### src/rtl/h2x_pkg.sv
package h2x_pkg;
  // strobes from the sequencer to the datapath, one set per clock
  typedef struct packed {
    logic loadHeld;  // capture first sample of a line into the held register
    logic loadNext;  // capture the following sample into the next register
    logic shift;     // held <= next after the midpoint has been emitted
    logic emitCopy;  // output the held sample
    logic emitMid;   // output the rounded average of held and next
    logic emitRep;   // output the held sample again at end of line
    logic passIn;    // bypass: push the input into the delay line
  } h2x_ctl_t;
endpackage

### src/rtl/h2x_ctrl.sv
module h2x_ctrl
  import h2x_pkg::*;
(
  input  logic     clk,
  input  logic     rstN,
  input  logic     bypass,
  input  logic     inLine,
  input  logic     inValid,
  output h2x_ctl_t ctl
);
  logic hasHeld, stCopy, stMid, stRep;
  logic accept, flush;

  always_comb begin
    accept       = inValid && inLine;
    // line closed with one sample still owed two outputs
    flush        = !bypass && hasHeld && !inLine && !stCopy && !stMid && !stRep;
    ctl.passIn   = accept && bypass;
    ctl.loadHeld = accept && !bypass && (!hasHeld || stRep);
    ctl.loadNext = accept && !bypass && hasHeld && !stRep;
    ctl.shift    = stMid;
    ctl.emitCopy = stCopy || flush;
    ctl.emitMid  = stMid;
    ctl.emitRep  = stRep;
  end

  always_ff @(posedge clk or negedge rstN) begin
    if (!rstN) begin
      hasHeld <= 1'b0;
      stCopy  <= 1'b0;
      stMid   <= 1'b0;
      stRep   <= 1'b0;
    end else begin
      stCopy  <= ctl.loadNext;
      stMid   <= stCopy;
      stRep   <= flush;
      hasHeld <= ctl.loadHeld || (hasHeld && !stRep);
    end
  end

  // a new sample never lands on the clock that emits the copy
  assert_half_rate_R2: assert property (@(posedge clk) disable iff (!rstN)
    (accept && !bypass) |-> !stCopy);

  // at most one output kind per clock
  assert_single_emit_R2: assert property (@(posedge clk) disable iff (!rstN)
    $onehot0({ctl.emitCopy, ctl.emitMid, ctl.emitRep}));

  // the end-of-line repeat drains the held sample
  assert_drain_R5: assert property (@(posedge clk) disable iff (!rstN)
    (stRep && !accept) |=> !hasHeld);

  // no interpolation activity in bypass
  assert_no_interp_bypass_R7: assert property (@(posedge clk) disable iff (!rstN)
    bypass |-> !(ctl.emitMid || ctl.emitRep || ctl.loadNext));
endmodule

### src/rtl/h2x_datapath.sv
module h2x_datapath
  import h2x_pkg::*;
#(
  parameter int PIX_W  = 8,
  parameter int NUM_CH = 3
) (
  input  logic                    clk,
  input  logic                    rstN,
  input  h2x_ctl_t                ctl,
  input  logic [PIX_W*NUM_CH-1:0] inPix,
  output logic                    outValid,
  output logic [PIX_W*NUM_CH-1:0] outPix
);
  localparam int BUS_W     = PIX_W * NUM_CH;
  localparam int BYP_DEPTH = 3;  // matches the upscale path latency

  logic [BUS_W-1:0] held, nxt, midPix;
  logic [BYP_DEPTH-1:0] pipeValid;
  logic [BUS_W-1:0] pipeData [BYP_DEPTH];

  for (genvar ch = 0; ch < NUM_CH; ch++) begin : g_ch
    logic [PIX_W:0] sum;
    assign sum = {1'b0, held[ch*PIX_W +: PIX_W]} + {1'b0, nxt[ch*PIX_W +: PIX_W]}
               + (PIX_W+1)'(1);
    assign midPix[ch*PIX_W +: PIX_W] = sum[PIX_W:1];

    // the midpoint lies between its two neighbours
    assert_mid_between_R4: assert property (@(posedge clk) disable iff (!rstN)
      ctl.emitMid |=>
        ((outPix[ch*PIX_W +: PIX_W] >= $past(held[ch*PIX_W +: PIX_W])) &&
         (outPix[ch*PIX_W +: PIX_W] <= $past(nxt[ch*PIX_W +: PIX_W]))) ||
        ((outPix[ch*PIX_W +: PIX_W] >= $past(nxt[ch*PIX_W +: PIX_W])) &&
         (outPix[ch*PIX_W +: PIX_W] <= $past(held[ch*PIX_W +: PIX_W]))));
  end

  for (genvar s = 0; s < BYP_DEPTH; s++) begin : g_byp
    always_ff @(posedge clk or negedge rstN) begin
      if (!rstN) begin
        pipeValid[s] <= 1'b0;
        pipeData[s]  <= '0;
      end else if (s == 0) begin
        pipeValid[s] <= ctl.passIn;
        pipeData[s]  <= inPix;
      end else begin
        pipeValid[s] <= pipeValid[s-1];
        pipeData[s]  <= pipeData[s-1];
      end
    end
  end

  always_ff @(posedge clk or negedge rstN) begin
    if (!rstN) begin
      held <= '0;
      nxt  <= '0;
    end else begin
      if (ctl.loadHeld)   held <= inPix;
      else if (ctl.shift) held <= nxt;
      if (ctl.loadNext)   nxt  <= inPix;
    end
  end

  always_ff @(posedge clk or negedge rstN) begin
    if (!rstN) begin
      outValid <= 1'b0;
      outPix   <= '0;
    end else if (pipeValid[BYP_DEPTH-1]) begin
      outValid <= 1'b1;
      outPix   <= pipeData[BYP_DEPTH-1];
    end else if (ctl.emitCopy || ctl.emitRep) begin
      outValid <= 1'b1;
      outPix   <= held;
    end else if (ctl.emitMid) begin
      outValid <= 1'b1;
      outPix   <= midPix;
    end else begin
      outValid <= 1'b0;
    end
  end

  // bypass output never collides with an interpolated output
  assert_path_exclusive_R7: assert property (@(posedge clk) disable iff (!rstN)
    pipeValid[BYP_DEPTH-1] |-> !(ctl.emitCopy || ctl.emitMid || ctl.emitRep));
endmodule

### src/rtl/h2x_upscaler.sv
module h2x_upscaler
  import h2x_pkg::*;
#(
  parameter int PIX_W = 8
) (
  input  logic             clk,
  input  logic             rstN,
  input  logic             bypass,
  input  logic             inLine,
  input  logic             inValid,
  input  logic [PIX_W-1:0] inY,
  input  logic [PIX_W-1:0] inCb,
  input  logic [PIX_W-1:0] inCr,
  output logic             outValid,
  output logic [PIX_W-1:0] outY,
  output logic [PIX_W-1:0] outCb,
  output logic [PIX_W-1:0] outCr
);
  localparam int NUM_CH = 3;
  localparam int BUS_W  = PIX_W * NUM_CH;

  h2x_ctl_t ctl;
  logic [BUS_W-1:0] inPix, outPix;

  assign inPix = {inY, inCb, inCr};
  assign outY  = outPix[2*PIX_W +: PIX_W];
  assign outCb = outPix[PIX_W +: PIX_W];
  assign outCr = outPix[0 +: PIX_W];

  h2x_ctrl u_ctrl (
    .clk     (clk),
    .rstN    (rstN),
    .bypass  (bypass),
    .inLine  (inLine),
    .inValid (inValid),
    .ctl     (ctl)
  );

  h2x_datapath #(.PIX_W(PIX_W), .NUM_CH(NUM_CH)) u_dp (
    .clk      (clk),
    .rstN     (rstN),
    .ctl      (ctl),
    .inPix    (inPix),
    .outValid (outValid),
    .outPix   (outPix)
  );
endmodule

### config.mk
export PLATFORM = sky130hd
export DESIGN_NAME = h2x_upscaler
export DESIGN_NICKNAME = d
export VERILOG_FILES = /design/src/rtl/h2x_pkg.sv /design/src/rtl/h2x_ctrl.sv /design/src/rtl/h2x_datapath.sv /design/src/rtl/h2x_upscaler.sv
export SDC_FILE = /design/constraint.sdc
export NUM_CORES = 1
export LEC_CHECK = 0
export ABC_AREA = 0
export BUFFER_PORTS_ARGS = -buffer_cell sky130_fd_sc_hd__buf_2
export CAP_MARGIN = 20
export CORE_UTILIZATION = 49
export CTS_BUF_LIST = sky130_fd_sc_hd__clkbuf_2 sky130_fd_sc_hd__clkbuf_4 sky130_fd_sc_hd__clkbuf_8
export DETAILED_ROUTE_END_ITERATION = 6
export PLACE_DENSITY = 0.76
export SYNTH_ARGS = -nofsm -noshare
export SYNTH_HDL_FRONTEND = slang
export SYNTH_SLANG_ARGS = --single-unit
### constraint.sdc
create_clock -name clk -period 2.05 [get_ports clk]
set_input_delay 0.205 -clock clk [delete_from_list [all_inputs] [get_ports clk]]
set_output_delay 0.205 -clock clk [all_outputs]
set_load 0.05 [all_outputs]
==> impl_metrics.yaml, run 1 <==
run_status:
  outcome: "finished clean"
pwr:
  p_sw_share_pct: 38.8
  p_leak_nw: 3.34
  ir_drop_uv: 805
  p_int_mw: 7.41
  p_switching_mw: 4.70
  power.density_mw_per_mm2: 1590
  power_mw: 12.1
  clkPwrFrac_pct: 21.0
  combPwrFrac_pct: 42.7
  p_seq_share_pct: 36.3
detailed_routing:
  dr_wl_met3_um: 632
  drtPass1Iterations: 5
  viasPerCell: 5.46
  wl_met1_um: 6150
  routedWlPerCell_um: 17.1
  ant_nets: 0
  drtIter0Drc: 216
  drc: 0
  wirelength_um: 13300
  met2WireLength_um: 6270
  top_layer: "met4"
  dr_total_vias: 4237
sta:
  fin_ws_ns: 0.0902
  worst_slew_pin_slew_ns: 0.540
  setup_violations: 0
  period_share_pct: 95.6
  period_needed_ns: 1.96
  relSlewSlack_pct: 63.6
  rsz0062_at_grt: "no"
  max_freq_ghz: 0.510
  setup-tns-final_ns: 0
  hold_violations: 0
  fin_skew_ns: 0.00714
  slew_viol_final: 0
worst_setup_path:
  startpoint_type: "register"
  crit_required_ns: 2.41
  crit_path_max_fanout: 3
  rr_worst_depth: 7
  arrival_ns: 2.32
  critPathKind: "reg -> reg"
  r2r-start: "u_dp.held[8]$_DFFE_PN0P_"
  r2r_end: "u_dp.outPix[11]$_DFFE_PN0P_"
  reg2reg_slack_ns: 0.09
  worst_setup_path_end_kind: "register"
global_routing:
  grt_overflow: 0
  grt_usage_pct: 22.3
  grt_max_degree: 58
  antenna_found_initial: 0
  grt_pass1_vias: 4336
  grt_pass1_wl_um: 21800
min_path:
  holdPathEnd: "u_dp.pipeValid[0]$_DFF_PN0_"
  whs_path_depth: 2
  min_path_type: "in -> reg"
  min_from: "bypass"
placement:
  place_hpwl_um: 8420
  io_buffers: 53
  dpl_cell_area_mm2: 0.00686
  dp_slack_ns: -0.0576
  globalplace.congestion: 0.852
floorplanning:
  dieArea_mm2: 0.0132
  die_y_um: 115
  ioPinCount: 54
  fp-row-count: 40
  fp.coreArea_mm2: 0.0122
  start_util_pct: 51.3
  die_w_um: 115
synthesis:
  yosys.area_share.xor_xnor_pct: 2.38
  synth_area_mm2: 0.00626
  synth.avg_cell_area_um2: 12.6
  synth_area_leaders: "dfrtp_1, mux2i_1, ha_1, mux2_2, nand2_1"
  synthMuxAreaShare_pct: 8.95
  synth_compound_area_share_pct: 12.1
  synth_top_family_by_area: "compound AO/OA/AOI/OAI gates"
  yosysWarnings: 0
  ys_seq_area_share_pct: 60.7
  syn_nets: 552
  yosys.area.top_type: "dfrtp_1"
  yosys_register_bits: 152
  yosysUniqueCellTypes: 51
  synth_top_area_share_pct: 60.7
  synth_simple_gate_area_share_pct: 8.31
  synthesis.instances: 499
  yosys.area_share.adder_pct: 5.15
cts:
  root_buffer: "clkbuf_8"
  clock_latency_ns: 0.45
  clock-sinks: 152
  cts_tree: "done"
  cts_buffer_depth: 2
  cts_buffers: 17
  cts_max_level: 4
  cts.clk_slew.worst_paths_ns: 0.08
final_layout:
  final_common_cell: "dfrtp_1"
  drive_above_1_share_pct: 24.3
  syn_to_final_growth_pct: 21.5
  final_cell_mix: "dfrtp_1, buf_2, nand2_1, a21oi_1"
  final_area_mm2: 0.00761
  layout.nets: 650
  diodes: 0
run:
  max_cap_viol_count: 0
## worst max-delay path, stage by stage (launching register included)
cell and delay [ns]:
dfrtp_1 0.39, or2_4 0.26, fa_2 0.43, a21o_1 0.21, a21oi_2 0.15, xnor2_1 0.13, a21oi_1 0.08, o31ai_1 0.23
## per-layer routing
metal	GRT usage [%]	vias to the layer above
met5	0	-
met4	9.26	0
met3	4.96	19
met2	34.9	126
met1	30.2	2123
li1	-	1969
## through the flow
step	std cells	util [%]	hold WS, ns
after floorplan	499	-	-0.0906
after global placement	719	56.2	0.187
after detailed placement	719	56.2	0.197
after CTS	775	62.0	0.00770
after global routing	776	62.3	0.0345
final	776	62.3	0.0397
## synthesized netlist by cell type (all sizes together)
cell    instances
dfrtp         152
nand2          50
a21oi          38
o21ai          37
mux2i          29
mux2           24
ha             21
buf            17
xor2           12
nor2           11
a21o            7
o221ai          7
or3             7
a31oi           5
clkbuf          5
inv             5
nand3b          5
nor3b           5
o211ai          5
o22ai           5
xnor2           5
a211oi          4
nand2b          4
nand3           4
nor3            4
or2             4
a22oi           3
fa              3
o21bai          3
o31a            3
and3            2
and3b           2
nand4           2
nor2b           2
o21a            2
o31ai           2
a221oi          1
and2            1
clkinv          1
## logic make-up (layout without fill, tap and decap cells)
group / after synthesis / in the layout
flip-flops: 152 / 152
AO/OA/AOI/OAI: 122 / 122
AND/OR/NAND/NOR: 103 / 103
multiplexers: 53 / 53
buffers and inverters: 28 / 137
adder cells (fa/ha/maj): 24 / 24
XOR/XNOR: 17 / 17
## registers in the layout (all words and copies together), names as in the netlist
register,cells
u_ctrl.stMid,1
u_dp.nxt,24
u_dp.outValid,1
u_ctrl.stRep,1
u_dp.held,24
u_dp.pipeValid,3
u_dp.pipeData,72
u_ctrl.hasHeld,1
u_dp.outPix,24
u_ctrl.stCopy,1
## final cells by class
cell class | instances | area [µm²]
repair buffers | 101 | 772
clock buffers | 21 | 270
flip-flops and latches | 152 | 3800
clock inverters | 9 | 174
fillers | 988 | 4600
well taps | 168 | 210
multi-input cells | 319 | 2360
inverters | 6 | 22.5
## power groups by stage
stage	Clock, mW	Combinational, mW	Sequential, mW
3_5_place_dp	0	4.89	4.43
3_3_place_gp	0	4.75	4.39
2_1_floorplan	0	2.93	5.12
6_report	2.55	5.16	4.40
4_1_cts	2.61	5.01	4.39
5_1_grt	2.74	5.64	4.48
## how the worst max path moves through the flow
stage,from,cells past startpoint,to
2_1_floorplan,u_dp.held[0]$_DFFE_PN0P_,7,u_dp.outPix[7]$_DFFE_PN0P_
3_3_place_gp,u_dp.held[8]$_DFFE_PN0P_,7,u_dp.outPix[15]$_DFFE_PN0P_
3_5_place_dp,u_dp.held[8]$_DFFE_PN0P_,7,u_dp.outPix[15]$_DFFE_PN0P_
4_1_cts,u_dp.held[0]$_DFFE_PN0P_,7,u_dp.outPix[3]$_DFFE_PN0P_
5_1_grt,u_dp.nxt[18]$_DFFE_PN0P_,6,u_dp.outPix[19]$_DFFE_PN0P_
6_report,u_dp.held[8]$_DFFE_PN0P_,7,u_dp.outPix[11]$_DFFE_PN0P_
## repair_timing
action	CTS	global route
resized for setup	3	8
hold buffers	26	0
endpoints found under the setup margin	4	5
pin swaps	0	12
hold endpoints to repair	115	0
buffers inserted	0	1
Note: power is estimated with default switching activity, not from simulation.
==> run 2: changes to the inputs <==
--- a/config.mk
+++ b/config.mk
@@ -7,11 +7,10 @@
 export LEC_CHECK = 0
 export ABC_AREA = 0
 export BUFFER_PORTS_ARGS = -buffer_cell sky130_fd_sc_hd__buf_2
-export CAP_MARGIN = 20
 export CORE_UTILIZATION = 49
 export CTS_BUF_LIST = sky130_fd_sc_hd__clkbuf_2 sky130_fd_sc_hd__clkbuf_4 sky130_fd_sc_hd__clkbuf_8
 export DETAILED_ROUTE_END_ITERATION = 6
-export PLACE_DENSITY = 0.76
+export PLACE_DENSITY_LB_ADDON = 0.12
 export SYNTH_ARGS = -nofsm -noshare
 export SYNTH_HDL_FRONTEND = slang
 export SYNTH_SLANG_ARGS = --single-unit
==> impl_metrics.yaml, run 2 (same netlist as run 1, synthesis figures left out) <==
run_status:
  outcome: "finished clean"
pwr:
  p_leak_nw: 3.31
  combPwrFrac_pct: 42.6
  power.density_mw_per_mm2: 1560
  p_seq_share_pct: 37.1
  power_mw: 11.8
  ir_drop_uv: 817
  p_switching_mw: 4.60
  p_sw_share_pct: 38.9
  p_int_mw: 7.23
  clkPwrFrac_pct: 20.3
final_layout:
  instances_no_fill: 775
  final_common_cell: "dfrtp_1"
  drive_above_1_share_pct: 24.4
  largest_register: "u_dp.pipeData"
  diodes: 0
  final_cell_mix: "dfrtp_1, buf_2, nand2_1, a21oi_1, mux2i_1"
  layout.nets: 648
  syn_to_final_growth_pct: 20.6
  largest_reg_flops: 72
  final_area_mm2: 0.00756
cts:
  cts.clk_slew.worst_paths_ns: 0.07
  cts_buffer_depth: 2
  cts_max_level: 4
  clock-sinks: 152
  root_buffer: "clkbuf_8"
  cts_buffers: 17
  clock_latency_ns: 0.45
  cts_tree: "done"
floorplanning:
  start_util_pct: 51.3
  dieArea_mm2: 0.0132
  ioPinCount: 54
  fp-row-count: 40
  die_w_um: 115
  fp.coreArea_mm2: 0.0122
  die_y_um: 115
detailed_routing:
  ant_nets: 0
  viasPerCell: 5.32
  drtPass1Iterations: 4
  drc: 0
  dr_total_vias: 4120
  wirelength_um: 12900
  drtIter0Drc: 334
  routedWlPerCell_um: 16.6
sta:
  fin_skew_ns: 0.0167
  slew_viol_final: 0
  relSlewSlack_pct: 65.7
  worst_slew_pin_slew_ns: 0.514
  setup_violations: 0
  period_needed_ns: 1.95
  period_share_pct: 95.3
  hold_violations: 0
  max_freq_ghz: 0.512
run:
  max_cap_viol_count: 0
placement:
  dp_cells: 718
  dpl_cell_area_mm2: 0.00683
  globalplace.congestion: 0.848
  place_hpwl_um: 8410
  io_buffers: 53
global_routing:
  grt_max_degree: 56
  grt_pass1_wl_um: 21600
  grt_overflow: 0
  grt_pass1_vias: 4198
  grt_usage_pct: 21.9
  antenna_found_initial: 0
worst_setup_path:
  startpoint_type: "register"
  r2r-start: "u_dp.held[0]$_DFFE_PN0P_"
  rr_worst_depth: 7
  critPathKind: "reg -> reg"
  reg2reg_slack_ns: 0.1
  crit_path_max_fanout: 3
  worst_setup_path_end_kind: "register"
  arrival_ns: 2.29
  r2r_end: "u_dp.outPix[3]$_DFFE_PN0P_"
  crit_required_ns: 2.39
min_path:
  min_path_type: "in -> reg"
  min_from: "bypass"
  whs_path_depth: 2
  holdPathEnd: "u_dp.pipeValid[0]$_DFF_PN0_"
==> run 2: worst max-delay path: stages, from the launching register on <==
cell,delay (ns)
dfrtp_1,0.38
or2_4,0.26
fa_2,0.42
a21o_1,0.18
a21oi_2,0.14
xnor2_1,0.14
a21oi_1,0.09
o31ai_1,0.26
==> run 2: layout make-up <==
cell class	count	area [µm²]
timing repair buffer	99	732
inverter	6	22.5
fill	1015	4650
sequential	152	3800
multi-input combinational	319	2360
clock inverter	8	118
tap	168	210
clock buffer	23	310
==> run 2: layer usage <==
layer,global-route usage [%],wire [µm],vias up
met5,0,0,-
met4,7.79,123,0
met3,6.59,541,10
met2,32.6,6090,85
met1,30.6,6140,2052
li1,-,-,1973
==> run 2: worst max path at each step <==
stage | slack [ns] | from | depth (start not counted) | end
3_3_place_gp | 0.008 | u_dp.held[8]$_DFFE_PN0P_ | 7 | u_dp.outPix[15]$_DFFE_PN0P_
5_1_grt | -0.02 | u_dp.nxt[8]$_DFFE_PN0P_ | 7 | u_dp.outPix[13]$_DFFE_PN0P_
3_5_place_dp | -0.02 | u_dp.held[0]$_DFFE_PN0P_ | 7 | u_dp.outPix[7]$_DFFE_PN0P_
2_1_floorplan | 0.07 | u_dp.held[0]$_DFFE_PN0P_ | 7 | u_dp.outPix[7]$_DFFE_PN0P_
4_1_cts | 0.0005 | u_dp.held[8]$_DFFE_PN0P_ | 7 | u_dp.outPix[15]$_DFFE_PN0P_
6_report | 0.1 | u_dp.held[0]$_DFFE_PN0P_ | 7 | u_dp.outPix[3]$_DFFE_PN0P_
==> run 2: timing repair <==
| action | CTS | global route |
|---|---|---|
| hold buffers | 25 | 1 |
| setup buffers | 0 | 0 |
| hold endpoints to repair | 103 | 1 |
| pin swaps | 2 | 5 |
| gates resized for setup | 1 | 11 |
| setup endpoints to repair | 3 | 8 |
==> run 2: metrics by stage <==
| step | utilization, % | worst slack (ns) | hold WS, ns | TNS [ns] |
|---|---|---|---|---|
| detailed placement | 55.9 | -0.0198 | 0.191 | -0.0198 |
| floorplan | - | 0.0722 | -0.0906 | 0 |
| global placement | 55.9 | 0.00843 | 0.181 | 0 |
| global route | 61.9 | -0.0210 | 0.0242 | -0.0398 |
| CTS | 61.5 | 0.000524 | 0.00561 | 0 |
| finish | 61.9 | 0.0961 | 0.0666 | 0 |
==> run 2: power by group through the flow <==
| stage | sequential [mW] | combinational [mW] | clock, mW |
|---|---|---|---|
| after global placement | 4.40 | 4.78 | 0 |
| after global routing | 4.48 | 5.56 | 2.61 |
| after detailed placement | 4.43 | 4.87 | 0 |
| after floorplan | 5.12 | 2.93 | 0 |
| after CTS | 4.38 | 4.94 | 2.47 |
| final | 4.38 | 5.04 | 2.40 |
